===== config.mk =====
export PLATFORM = sky130hd
export DESIGN_NAME = uart_regbank
export DESIGN_NICKNAME = d
export VERILOG_FILES = /design/src/rtl/uart_regbank.sv
export SDC_FILE = /design/constraint.sdc
export NUM_CORES = 1
export LEC_CHECK = 0
export ABC_CLOCK_PERIOD_IN_PS = 1890
export BUFFER_PORTS_ARGS = -buffer_cell sky130_fd_sc_hd__buf_2
export CAP_MARGIN = 25
export CELL_PAD_IN_SITES_DETAIL_PLACEMENT = 0
export CELL_PAD_IN_SITES_GLOBAL_PLACEMENT = 1
export CORE_ASPECT_RATIO = 1.75
export CORE_MARGIN = 2
export CORE_UTILIZATION = 40
export CTS_CLUSTER_SIZE = 20
export DETAILED_ROUTE_END_ITERATION = 12
export HOLD_SLACK_MARGIN = 0.02
export PLACE_DENSITY_LB_ADDON = 0.1
export SYNTH_ARGS = -nofsm -noshare
export SYNTH_HDL_FRONTEND = slang
export SYNTH_SLANG_ARGS = --single-unit

===== constraint.sdc =====
create_clock -name clk -period 1.89 [get_ports clk]
set_clock_uncertainty 0.1 [all_clocks]
set_input_delay 0.2835 -clock clk [delete_from_list [all_inputs] [get_ports clk]]
set_output_delay 0.2835 -clock clk [all_outputs]
set_load 0.05 [all_outputs]

===== src/rtl/uart_regbank.sv =====
module uart_regbank #(
  parameter int ADDR_W = 8,
  parameter int STRIDE_SHIFT = 0,
  parameter logic [15:0] DIV_INIT = 16'd12
) (
  input  logic              clk,
  input  logic              rst_n,
  input  logic              bus_sel,
  input  logic              bus_we,
  input  logic [ADDR_W-1:0] bus_addr,
  input  logic [7:0]        bus_wdata,
  output logic [7:0]        bus_rdata,
  output logic              tx_valid,
  output logic [7:0]        tx_data,
  input  logic              rx_valid,
  input  logic [7:0]        rx_data,
  output logic              rx_ready,
  output logic              irq,
  output logic [15:0]       divisor,
  output logic [3:0]        word_len,
  output logic [2:0]        stop_half,
  output logic              par_on,
  output logic [1:0]        par_kind,
  output logic              brk
);
  logic [ADDR_W-1:0] off;
  logic [2:0] idx;
  logic in_rng, wr, rd, dlab, avail, pending, txf, lb_v;
  logic [7:0] ier_q, lcr_q, mcr_q, fcr_q, lsr_q, msr_q, scr_q, lb_d;
  logic [15:0] div_q;

  assign off    = bus_addr >> STRIDE_SHIFT;
  assign idx    = off[2:0];
  assign in_rng = off < ADDR_W'(8);
  assign wr     = bus_sel && bus_we && in_rng;
  assign rd     = bus_sel && !bus_we && in_rng;
  assign dlab   = lcr_q[7];
  assign avail  = lb_v || rx_valid;
  assign pending = (ier_q[1] && txf) || (ier_q[0] && avail);

  assign tx_valid = wr && idx == 3'd0 && !dlab && !mcr_q[4];
  assign tx_data  = bus_wdata;
  assign rx_ready = rd && idx == 3'd0 && !dlab && !lb_v;

  assign divisor   = div_q;
  assign word_len  = 4'd5 + {2'b00, lcr_q[1:0]};
  assign stop_half = !lcr_q[2] ? 3'd2 : (lcr_q[1:0] == 2'd0 ? 3'd3 : 3'd4);
  assign par_on    = lcr_q[3];
  assign par_kind  = lcr_q[5:4];
  assign brk       = lcr_q[6];

  always_comb begin
    bus_rdata = 8'h00;
    if (rd) begin
      case (idx)
        3'd0: bus_rdata = dlab ? div_q[7:0] : (lb_v ? lb_d : (rx_valid ? rx_data : 8'h00));
        3'd1: bus_rdata = dlab ? div_q[15:8] : ier_q;
        3'd2: bus_rdata = {fcr_q[0], fcr_q[0], 3'b000, avail, txf, !pending};
        3'd3: bus_rdata = lcr_q;
        3'd4: bus_rdata = mcr_q;
        3'd5: bus_rdata = {lsr_q[7], 2'b11, lsr_q[4:1], avail};
        3'd6: bus_rdata = msr_q | 8'hB0;
        default: bus_rdata = scr_q;
      endcase
    end
  end

  always_ff @(posedge clk) begin
    if (!rst_n) begin
      div_q <= DIV_INIT;
      lcr_q <= 8'h03;
      ier_q <= '0; mcr_q <= '0; fcr_q <= '0;
      lsr_q <= '0; msr_q <= '0; scr_q <= '0;
      txf <= 1'b0; lb_v <= 1'b0; lb_d <= '0;
      irq <= 1'b0;
    end else begin
      irq <= pending && mcr_q[3];
      if (wr) begin
        case (idx)
          3'd0: if (dlab) div_q[7:0] <= bus_wdata;
                else begin
                  txf <= 1'b1;
                  if (mcr_q[4]) begin lb_v <= 1'b1; lb_d <= bus_wdata; end
                end
          3'd1: if (dlab) div_q[15:8] <= bus_wdata;
                else begin
                  if (!ier_q[1] && bus_wdata[1]) txf <= 1'b1;
                  ier_q <= bus_wdata;
                end
          3'd2: fcr_q <= bus_wdata;
          3'd3: lcr_q <= bus_wdata;
          3'd4: begin mcr_q <= bus_wdata; if (bus_wdata[3]) txf <= 1'b1; end
          3'd5: lsr_q <= bus_wdata;
          3'd6: msr_q <= bus_wdata;
          default: scr_q <= bus_wdata;
        endcase
      end else if (rd) begin
        if (idx == 3'd2) txf <= 1'b0;
        if (idx == 3'd0 && !dlab && lb_v) lb_v <= 1'b0;
      end
    end
  end
endmodule


==> results.py <==
metrics = {
    "timing": {
        "rsz0062_at_grt": "true",
        "setup_tns_ps": -2790,
        "finalSetupViolCount": 9,
        "slew_headroom_pct": 68.7,
        "max_freq_mhz": 440,
        "finalCritPeriodShare_pct": 120,
        "slew_viol_final": 0,
        "finalHoldViolCount": 0,
        "worst_pin_slew_ps": 457,
        "fin_crit_ps": 2270,
        "setup_ws_ps": -384,
    },
    "synthesis": {
        "syn-cell-area_sq_um": 3410,
        "seq_area_frac_synth_pct": 41.0,
        "ys_ff_latch": 70,
        "synth_cell_types": 52,
        "synthCells": 409,
        "async_flop_share_pct": 0,
        "ys_warn_count": 0,
        "synth_edf_count": 0,
        "synth_nets": 440,
        "synth_ff_type": "dfxtp_1",
        "synth.avg_cell_area_sq_um": 8.35,
    },
    "critical_path": {
        "rr_endpoint": "ier_q[6]",
        "r2r_start": "lcr_q[7]",
        "critical_path_required_ps": 1510,
        "setup.worst_path.class": "flip-flop to output port",
        "worst-path-max-fanout": 6,
        "reg2reg_depth": 7,
        "startpoint_type": "flip-flop",
        "r2r_setup_slack_ps": 200,
        "arrival_ps": 1890,
        "end_kind": "output port",
        "critical_path.startpoint": "lcr_q[7]",
    },
    "cts": {
        "cts_buffers": 9,
        "ctsLongestPathBuffers": 2,
        "worstSkewPairLatency_ps": 340,
        "clk_pin_slew_ps": 60,
        "cts-hold-fix-buffers": 0,
        "cts.root.buffer_cell": "clkbuf_16",
        "cts.sinks": 70,
        "cts_tree": "yes",
        "htreeDepth": 3,
    },
    "layout": {
        "multi_input_area_sq_um": 2030,
        "regArea_sq_um": 1410,
        "syn_to_final_growth_pct": 45.1,
        "n_antenna_cell": 0,
        "nFillCells": 755,
        "drive_above_1_share_pct": 38.4,
        "final_nets": 549,
        "finish.instance_area_sq_um": 4960,
        "mostFrequentLayoutCells": "dfxtp_1, buf_2, buf_4, o21ai_0, nand3_1",
        "fin_util_pct": 59.6,
        "layout_commonest_cell": "dfxtp_1",
    },
    "grt": {
        "grt_pass1_wl_um": 17700,
        "gr-usage-all-layers_pct": 25.7,
        "grt_max_degree": 21,
        "grt_pass1_vias": 3326,
        "overflow": 0,
        "grt_antenna_before_repair": 0,
    },
    "floorplan": {
        "die_h_um": 126,
        "dieArea_sq_um": 9320,
        "ios": 75,
        "die_w_um": 73.8,
        "initial_utilization_pct": 41.1,
        "rows": 44,
        "core_area_sq_um": 8310,
    },
    "run_status": {
        "status": "finished with violations",
        "violations": "setup timing",
    },
    "routing": {
        "vias": 3505,
        "wl_um": 11600,
        "drt_iter0_drc": 184,
        "drt.antenna.violating_nets": 0,
        "dr.pass1.iters": 4,
        "routedWlPerCell_um": 18.2,
        "viasPerCell": 5.49,
        "drc": 0,
    },
    "hold_path": {
        "hold_path_class": "primary input to flip-flop",
        "hold_path_end": "divisor[2]",
        "holdPathStages": 3,
        "hp-start": "bus_wdata[2]",
    },
    "power": {
        "power.switching_mw": 0.863,
        "cellLeakagePower_nw": 2.01,
        "seqPwrFrac_pct": 41.4,
        "p_sw_share_pct": 24.2,
        "power_frac_clock_pct": 48.2,
        "power_frac_comb_pct": 10.3,
        "power_density_nw_per_um2": 718,
        "ir_drop_v": 0.000741,
        "intPower_mw": 2.70,
    },
    "placement": {
        "numPortBuffers": 74,
        "gp_congestion": 0.896,
        "dpl_cell_area_sq_um": 4380,
        "dpl.hpwl_um": 8590,
    },
    "job": {
        "maxCapViolCount": 0,
    },
}
==> layer usage <==
layer / GRT usage (%) / part of all wire (%)
met5: 0 / 0
met4: 12.8 / 2.9
met3: 5.60 / 4.7
met2: 42.4 / 52
met1: 30.4 / 41
==> kinds of logic (layout without fill, tap and decap cells) <==
family,after synthesis,after routing,share of synthesized area [%]
simple gates,147,147,22.5
compound gates,110,110,20.6
flops,70,70,41.0
buf+inv,55,169,7.66
mux,25,25,7.40
fa+ha+maj,2,2,0.733
==> registers in the layout (all words and copies together), names as in the netlist <==
name	flops
irq	1
lb_d	8
fcr_q	1
lb_v	1
txf	1
divisor	16
msr_q	5
lcr_q	8
lsr_q	5
mcr_q	8
scr_q	8
ier_q	8
==> timing repair <==
item | CTS | global route
endpoints found under the setup margin | 11 | 11
resized for setup | 48 | 14
pin swaps | 16 | 11
endpoints found under the hold margin | 0 | 0
setup buffers | 3 | 3
==> layout make-up <==
class                   count  area share (%)
clock inverters             4           0.909
multi-input cells         284            40.9
flip-flops and latches     70            28.4
inverters                  12            1.06
clock buffers              12            5.18
well taps                 115            2.90
repair buffers            141            20.7
==> how the worst max path moves through the flow <==
| stage | slack [ps] | end | depth (start not counted) |
|---|---|---|---|
| global route | -420 | bus_rdata[1] | 6 |
| CTS | -370 | bus_rdata[1] | 6 |
| floorplan | -260 | rx_ready | 4 |
| global placement | -330 | bus_rdata[7] | 7 |
| finish | -380 | bus_rdata[2] | 7 |
| detailed placement | -400 | bus_rdata[7] | 7 |
==> synthesized netlist by cell type, types with 3 or more instances <==
master    instances  area share, %
a211o_1           5            1.3
a211oi_1          6            1.3
a21oi_1           8            1.2
a221oi_1          9            2.3
a311oi_1          3           0.77
and2_1            3           0.55
buf_1             5           0.55
buf_2             8            1.2
buf_4            12            2.6
clkbuf_1         18            2.0
dfxtp_1          70             41
inv_1            12            1.3
mux2i_1          23            6.7
nand2_1          34            3.7
nand2b_1          5           0.92
nand3_1          54            7.9
nand4_1           7            1.3
nor2_1           16            1.8
nor2b_1           8            1.5
nor3_1            3           0.44
o21ai_0          57            8.4
o22ai_1           3           0.55
or3_1             3           0.55
==> per-stage QoR <==
step	worst slack (ps)	hold slack, ps	total power, mW	std cells
3_5_place_dp	-404	348	1.85	618
2_1_floorplan	-262	309	1.71	409
4_1_cts	-374	75.4	3.58	635
6_report	-384	82.6	3.56	638
3_3_place_gp	-327	340	1.85	618
5_1_grt	-423	102	3.67	638
==> power groups by stage <==
stage | logic (mW) | clock network [mW] | registers (mW)
floorplan | 0.200 | 0 | 1.51
global placement | 0.344 | 0 | 1.51
detailed placement | 0.344 | 0 | 1.51
CTS | 0.359 | 1.74 | 1.48
global route | 0.393 | 1.80 | 1.47
finish | 0.368 | 1.72 | 1.48
==> critical path, stage by stage, from the launching register on <==
cell and delay [ps]:
dfxtp_4 370, buf_6 130, buf_4 130, mux2i_2 170, nor3_2 240, a21oi_2 80
a211oi_4 230, buf_6 190
Power figures use the tool's default switching activity.
